[config.mk]
export PLATFORM = sky130hd
export DESIGN_NAME = ovf_timer
export DESIGN_NICKNAME = d
export VERILOG_FILES = /design/src/rtl/ovf_timer_pkg.sv /design/src/rtl/ovf_count.sv /design/src/rtl/ovf_ctrl.sv /design/src/rtl/ovf_timer.sv
export SDC_FILE = /design/constraint.sdc
export NUM_CORES = 1
export LEC_CHECK = 0
export ABC_AREA = 1
export BUFFER_PORTS_ARGS = -buffer_cell sky130_fd_sc_hd__clkbuf_2
export CORE_MARGIN = 2
export CORE_UTILIZATION = 51
export DETAILED_ROUTE_END_ITERATION = 12
export GPL_TIMING_DRIVEN = 1
export PLACE_DENSITY = 0.88
export RECOVER_POWER = 25
export SLEW_MARGIN = 20
export SYNTH_ARGS = -nofsm -noshare
export SYNTH_HDL_FRONTEND = slang
export SYNTH_SLANG_ARGS = --single-unit
[constraint.sdc]
create_clock -name clk -period 1.7 [get_ports clk]
set_input_delay 0 -clock clk [delete_from_list [all_inputs] [get_ports clk]]
set_output_delay 0 -clock clk [all_outputs]
set_load 0.005 [all_outputs]
[src/rtl/ovf_timer_pkg.sv]
package ovf_timer_pkg;
  localparam int CNT_W = 8;
  localparam int BUS_W = 8;
  localparam int NSRC  = 4;
  localparam int SEL_W = $clog2(NSRC);

  // mode register bit positions
  localparam int B_FH   = 7;
  localparam int B_FL   = 6;
  localparam int B_IE   = 5;
  localparam int B_EDG  = 4;
  localparam int B_CLR  = 2;
  localparam int B_CKS  = 0;

  typedef struct packed {
    logic inc;
    logic clr;
  } cntStb_t;
endpackage

[src/rtl/ovf_count.sv]
module ovf_count
  import ovf_timer_pkg::*;
#(
  parameter int W = CNT_W
) (
  input  logic         clk,
  input  logic         rstN,
  input  cntStb_t      stb,
  output logic [W-1:0] count,
  output logic         wrap
);
  localparam logic [W-1:0] MAXV = '1;

  assign wrap = stb.inc && !stb.clr && (count == MAXV);

  always_ff @(posedge clk) begin
    if (!rstN)        count <= '0;
    else if (stb.clr) count <= '0;
    else if (stb.inc) count <= count + 1'b1;
  end
endmodule

[src/rtl/ovf_ctrl.sv]
module ovf_ctrl
  import ovf_timer_pkg::*;
#(
  parameter int W = CNT_W
) (
  input  logic             clk,
  input  logic             rstN,
  input  logic             busSel,
  input  logic             busRd,
  input  logic             busWr,
  input  logic             busAddr,
  input  logic [BUS_W-1:0] busWdata,
  output logic [BUS_W-1:0] busRdata,
  input  logic [NSRC-1:0]  prescEn,
  input  logic             capPin,
  input  logic             intervalMode,
  input  logic [W-1:0]     count,
  input  logic             wrap,
  output cntStb_t          stb,
  output logic             irq
);
  logic             flagH, flagL, armH, armL;
  logic             ovie, edgeSel;
  logic [1:0]       cclr;
  logic [SEL_W-1:0] cks;
  logic [2:0]       syn;
  logic             capLvl, rise, fall, clrHit;
  logic             modeWr, modeRd, setH, setL, clrH, clrL;

  // two-flop synchronizer plus one history flop for edge detection
  always_ff @(posedge clk) begin
    if (!rstN) syn <= '0;
    else       syn <= {syn[1:0], capPin};
  end
  assign capLvl = syn[1];
  assign rise   = syn[1] && !syn[2];
  assign fall   = !syn[1] && syn[2];

  always_comb begin
    case (cclr)
      2'b01:   clrHit = rise;
      2'b10:   clrHit = fall;
      2'b11:   clrHit = rise || fall;
      default: clrHit = 1'b0;
    endcase
  end

  assign stb.inc = prescEn[cks];
  assign stb.clr = clrHit;

  assign modeWr = busSel && busWr && !busAddr;
  assign modeRd = busSel && busRd && !busWr && !busAddr;
  assign setH   = wrap && capLvl && !intervalMode;
  assign setL   = wrap && (!capLvl || intervalMode);
  assign clrH   = modeWr && !busWdata[B_FH] && armH;
  assign clrL   = modeWr && !busWdata[B_FL] && armL;

  always_ff @(posedge clk) begin
    if (!rstN) begin
      flagH <= 1'b0; flagL <= 1'b0; armH <= 1'b0; armL <= 1'b0;
      ovie <= 1'b0; edgeSel <= 1'b0; cclr <= '0; cks <= '0;
    end else begin
      flagH <= setH || (flagH && !clrH);
      flagL <= setL || (flagL && !clrL);
      if (modeWr) begin
        armH    <= 1'b0;
        armL    <= 1'b0;
        ovie    <= busWdata[B_IE];
        edgeSel <= busWdata[B_EDG];
        cclr    <= busWdata[B_CLR +: 2];
        cks     <= busWdata[B_CKS +: SEL_W];
      end else if (modeRd) begin
        if (flagH) armH <= 1'b1;
        if (flagL) armL <= 1'b1;
      end
    end
  end

  assign busRdata = busAddr ? BUS_W'(count)
                            : {flagH, flagL, ovie, edgeSel, cclr, cks};
  assign irq = ovie && (flagH || flagL);
endmodule

[src/rtl/ovf_timer.sv]
module ovf_timer
  import ovf_timer_pkg::*;
(
  input  logic             clk,
  input  logic             rstN,
  input  logic             busSel,
  input  logic             busRd,
  input  logic             busWr,
  input  logic             busAddr,
  input  logic [BUS_W-1:0] busWdata,
  output logic [BUS_W-1:0] busRdata,
  input  logic [NSRC-1:0]  prescEn,
  input  logic             capPin,
  input  logic             intervalMode,
  output logic             irq
);
  cntStb_t          stb;
  logic [CNT_W-1:0] count;
  logic             wrap;

  ovf_ctrl #(.W(CNT_W)) u_ctrl (
    .clk(clk), .rstN(rstN), .busSel(busSel), .busRd(busRd), .busWr(busWr),
    .busAddr(busAddr), .busWdata(busWdata), .busRdata(busRdata),
    .prescEn(prescEn), .capPin(capPin), .intervalMode(intervalMode),
    .count(count), .wrap(wrap), .stb(stb), .irq(irq)
  );

  ovf_count #(.W(CNT_W)) u_cnt (
    .clk(clk), .rstN(rstN), .stb(stb), .count(count), .wrap(wrap)
  );
endmodule

==> results_dict.tcl, run 1 <==
set metrics [dict create \
    status "finished, final reports clean" \
    die_area_mm2 0.00250 \
    critPathCaptureType "flop" \
    syn_to_final_growth_pct 26.7 \
    hold_class "in2reg" \
    fin_area_mm2 0.00137 \
    synth_top_area_cell "dfxtp_1" \
    critPathMaxStageDelay_ps 380 \
    r2r_start "u_ctrl.syn[1]" \
    grt_pass1_wl_um 4460 \
    overflow 0 \
    crit_chain "inv_1 > ha_1 > inv_1 > nand3_1 > nand3_1 > nor2_2 > inv_1 > a21oi_1" \
    die_width_um 50.0 \
    finalSetupTns_ps 0 \
    via_count 1122 \
    pwr-share-comb 0.156 \
    startpoint_type "flop" \
    fin_skew_ps 6.23 \
    synth_most_common_cell "nand2_1" \
    grt_max_degree 16 \
    grt_busiest_layer "met2" \
    syn_avg_cell_area_um2 6.97 \
    clockRootBuffer "clkbuf_4" \
    port_buffers 28 \
    clkLatencyLatePin_ps 300 \
    placedCellCount 207 \
    finalNetCount 219 \
    use_met2 0.443 \
    crit_family "flip-flops" \
    arrival_ps 1620 \
    die_height_um 50.0 \
    row_count 16 \
    ys.warnings.count 0 \
    seqPwrFrac 0.575 \
    ys.flop_type "dfxtp_1" \
    min_from "rstN" \
    total_power_uw 909 \
    synthTopCellsByArea "dfxtp_1 (39%), nand2_1 (12%), inv_1 (8.0%)" \
    cts_resized 0 \
    cpMostUsedCell "inv_1" \
    antenna_found_initial 0 \
    ant_nets 0 \
    cpMaxStageDelayCell "dfxtp_1" \
    slew_viol_final 0 \
    p_switching_uw 247 \
    yosysUniqueCellTypes 23 \
    crit_fanout 5 \
    synth_edf_count 0 \
    grt_usage 0.229 \
    relSlewSlack 0.663 \
    maxCapViolCount 0 \
    use_met3 0.0424 \
    ir_drop_mv 0.607 \
    numCtsBuffers 3 \
    crit_type "reg2reg" \
    power.density_mw_per_mm2 664 \
    layout.cells.non_filler 222 \
    first_global_vias 1107 \
    placedInstanceArea_mm2 0.00124 \
    synth_commonest_cells "nand2_1 (34), inv_1 (23), dfxtp_1 (21)" \
    tightestPinTransition_ps 505 \
    fin_crit_sh 0.816 \
    synth_async_sr_flop_share 0 \
    use_met1 0.235 \
    rsz0062_at_grt "no" \
    total_leakage_power_uw 0.000588 \
    avgViaCountPerCell 5.05 \
    detailed_place_hpwl_um 1820 \
    final-setup-viol-count 0 \
    drc 0 \
    swShare 0.272 \
    cp_data_required_time_ps 1930 \
    clkSinkCount 21 \
    p_clk_frac 0.269 \
    internal_power_uw 662 \
    wirelength_um 2670 \
    drive_gt1_frac 0.210 \
    timing.fmax_mhz 721 \
    syn_area_mm2 0.00108 \
    clk_path_buf_depth 2 \
    diodes 0 \
    syn_nets 178 \
    hold_violations 0 \
    synthCells 155 \
    start_util 0.545 \
    ioPinCount 29 \
    ys_seq_elements 21 \
    critPathBufInv 3 \
    post_cts_buffers 0 \
    crit_start "u_ctrl.syn[1]" \
    wire_per_inst_um 12.0 \
    hold_buffers 10 \
    place_congestion 0.806 \
    synth_top_area_frac 0.389 \
    first_iter_violations 22 \
    cts_tree "built" \
    core_mm2 0.00198 \
    cts_max_level 1 \
    fin_crit_ps 1390 \
    ys_seq_area_frac 0.389 \
    firstDrtPassIters 4 \
    cts.clk_slew.worst_paths_ps 120 \
]
## routing by layer
layer	vias up	routed length (um)
met5	-	0
met4	0	13
met3	2	75
met2	27	1440
met1	514	1140
li1	579	-
## per-stage QoR
stage / worst slack [ps] / util / hold slack [ps]
floorplan: 502 / - / 83.3
CTS: 303 / 0.689 / 1.48
global placement: 423 / 0.626 / 185
detailed placement: 326 / 0.626 / 196
global route: 221 / 0.691 / 31.7
finish: 313 / 0.691 / 26.4
## area by class of cell
type                       instances  area [um^2]
clock buffer                       4         26.3
fill                             152          612
inverter                          27          104
multi-input combinational        104          537
sequential                        21          420
tap                               27         33.8
timing repair buffer              39          249
## worst paths after layout
kind | end | slack (ps) | depth (start not counted)
worst max-delay path | u_cnt.count[1] | 310 | 8
worst min-delay path | u_ctrl.syn[0] | 30 | 3
worst min register to register | u_ctrl.syn[1] | 440 | 2
worst max register to register | u_cnt.count[1] | 310 | 8
## cells by family after synthesis
family	Yosys count	share of synthesized area
buffers and inverters	30	0.110
AOI/OAI and AO/OA	37	0.176
adders and majority gates	3	0.0347
DFF	21	0.389
and+or+nand+nor	64	0.291
## flip-flops by register name (all words and copies together), names as in the netlist
register / cells
u_cnt.count: 8
u_ctrl.armH: 1
u_ctrl.armL: 1
u_ctrl.cclr: 2
u_ctrl.cks: 2
u_ctrl.edgeSel: 1
u_ctrl.flagH: 1
u_ctrl.flagL: 1
u_ctrl.ovie: 1
u_ctrl.syn: 3
## power by group through the flow
stage | Clock (uW) | Combinational (uW) | Sequential [uW]
2_1_floorplan | 0 | 74.4 | 530
3_3_place_gp | 0 | 113 | 532
3_5_place_dp | 0 | 119 | 533
4_1_cts | 250 | 137 | 523
5_1_grt | 269 | 157 | 525
6_report | 245 | 142 | 523
## worst register-to-register path: cells and delay by family, from the launching register on
kind,cells,cell delay [ps]
AOI/OAI and AO/OA,1,140
adders and majority gates,1,280
buffers and inverters,3,210
DFF,1,380
and+or+nand+nor,3,310
## placed cells by master (no fill, tap or decap), types with 2 or more instances in the layout
master	n
a21oi_1	17
clkbuf_1	2
clkbuf_2	27
clkbuf_4	3
dfxtp_1	21
dlygate4sd3_1	11
ha_1	3
inv_1	23
inv_2	3
nand2_1	34
nand3_1	11
nand3_2	2
nand3b_1	2
nand4_1	3
nor2_1	6
o21ai_0	17
o31ai_1	2
Note: power is estimated with default switching activity, not from simulation.
==> run 2, diff against run 1 <==
Clock period 1.7 ns to 1.34 ns, I/O delays scaled along.
==> results_dict.tcl, run 2 (synthesized netlist as in run 1, its figures left out) <==
set metrics [dict create \
    status "finished, final reports clean" \
    p_switching_uw 332 \
    relSlewSlack 0.828 \
    clkSinkCount 21 \
    fin_crit_sh 0.961 \
    detailed_place_hpwl_um 1860 \
    grt_max_degree 16 \
    firstDrtPassIters 4 \
    avgViaCountPerCell 5.39 \
    fin_crit_ps 1290 \
    cts.clk_slew.worst_paths_ps 130 \
    place_congestion 0.801 \
    overflow 0 \
    n_fill_cell 129 \
    first_global_vias 1111 \
    largest-register "u_cnt.count" \
    arrival_ps 1520 \
    die_height_um 50.0 \
    grt_pass1_wl_um 4690 \
    clkLatencyLatePin_ps 300 \
    total_leakage_power_uw 0.000608 \
    port_buffers 28 \
    fin_skew_ps 6.91 \
    maxCapViolCount 0 \
    row_count 16 \
    swShare 0.282 \
    drive_gt1_frac 0.296 \
    p_clk_frac 0.264 \
    crit_type "reg2reg" \
    hold_violations 0 \
    diodes 0 \
    die_area_mm2 0.00250 \
    timing.fmax_mhz 776 \
    via_count 1203 \
    numCtsBuffers 3 \
    startpoint_type "flop" \
    die_width_um 50.0 \
    largest_registers "u_cnt.count: 8 flops, u_ctrl.syn: 3 flops" \
    final_common_cell "nand2_1" \
    syn_to_final_growth_pct 33.6 \
    clk_path_buf_depth 2 \
    pwr-share-comb 0.169 \
    postLayoutCoreUtil 0.729 \
    ir_drop_mv 0.586 \
    hold_class "in2reg" \
    finalNetCount 220 \
    finalSetupTns_ps 0 \
    wirelength_um 2880 \
    antenna_found_initial 0 \
    ioPinCount 29 \
    clockRootBuffer "clkbuf_4" \
    critPathCaptureType "flop" \
    first_iter_violations 39 \
    cp_data_required_time_ps 1570 \
    wire_per_inst_um 12.9 \
    drc 0 \
    slew_viol_final 0 \
    cts_max_level 1 \
    largest_register_ffs 8 \
    start_util 0.545 \
    power.density_mw_per_mm2 815 \
    seqPwrFrac 0.568 \
    final-setup-viol-count 0 \
    internal_power_uw 845 \
    cts_tree "built" \
    crit_fanout 5 \
    core_mm2 0.00198 \
    ant_nets 0 \
    tightestPinTransition_ps 256 \
    mostFrequentLayoutCells "nand2_1 (34), clkbuf_2 (27), inv_1 (21)" \
    grt_usage 0.238 \
    hold_ws_ps 20.0 \
]
[run 2: power groups by stage]
stage	registers (uW)	clock network [uW]	logic, uW
after floorplan	673	0	94.4
after global placement	676	0	146
after detailed placement	678	0	152
after CTS	664	319	180
after global routing	671	342	219
final	668	310	199
[run 2: path summary, 6_finish.rpt]
check | startpoint | end | slack (ps) | depth (start not counted)
worst max register to register | u_ctrl.syn[1] | u_cnt.count[6] | 50 | 8
worst max-delay path | u_ctrl.syn[1] | u_cnt.count[6] | 50 | 8
worst min-delay path | busWdata[6] | u_ctrl.flagL | 20 | 3
worst min register to register | u_ctrl.syn[0] | u_ctrl.syn[1] | 440 | 2
[run 2: repair_timing]
item                                   in CTS  in global routing
endpoints found under the hold margin      10                  0
setup endpoints to repair                   9                 10
hold buffers                               10                  0
gates resized for setup                     4                 14
setup buffers                               1                  0
pin swaps                                   1                  5
[run 2: final cells by class]
type | count | area (um^2) | area share
Inverter | 27 | 106 | 0.0737
Sequential cell | 21 | 423 | 0.293
Multi-Input combinational cell | 104 | 599 | 0.415
Tap cell | 27 | 33.8 | 0.0234
Clock buffer | 3 | 22.5 | 0.0156
Timing Repair Buffer | 40 | 254 | 0.176
Clock inverter | 1 | 5.00 | 0.00347
[run 2: per-stage QoR]
step,setup slack (ps),instance area (um^2),std cells,power (uW)
3_5_place_dp,-3.55,1250,208,830
2_1_floorplan,142,1080,155,767
6_report,51.9,1440,223,1180
5_1_grt,-10.8,1440,223,1230
3_3_place_gp,62.8,1250,208,822
4_1_cts,27.0,1390,223,1160
[run 2: critical path, cell delays in order (launching register included)]
cell and delay [ps]:
dfxtp_2 360, inv_2 50, ha_4 250, inv_1 50
nand3_2 80, nand3_4 80, nor2_4 150, inv_4 70
a21oi_1 120
[run 2: per-layer routing]
| metal | share of wire | GRT usage | wire (um) |
|---|---|---|---|
| met5 | 0 | 0 | 0 |
| met4 | 0.031 | 0.0741 | 89 |
| met3 | 0.071 | 0.0455 | 206 |
| met2 | 0.52 | 0.439 | 1510 |
| met1 | 0.37 | 0.272 | 1080 |
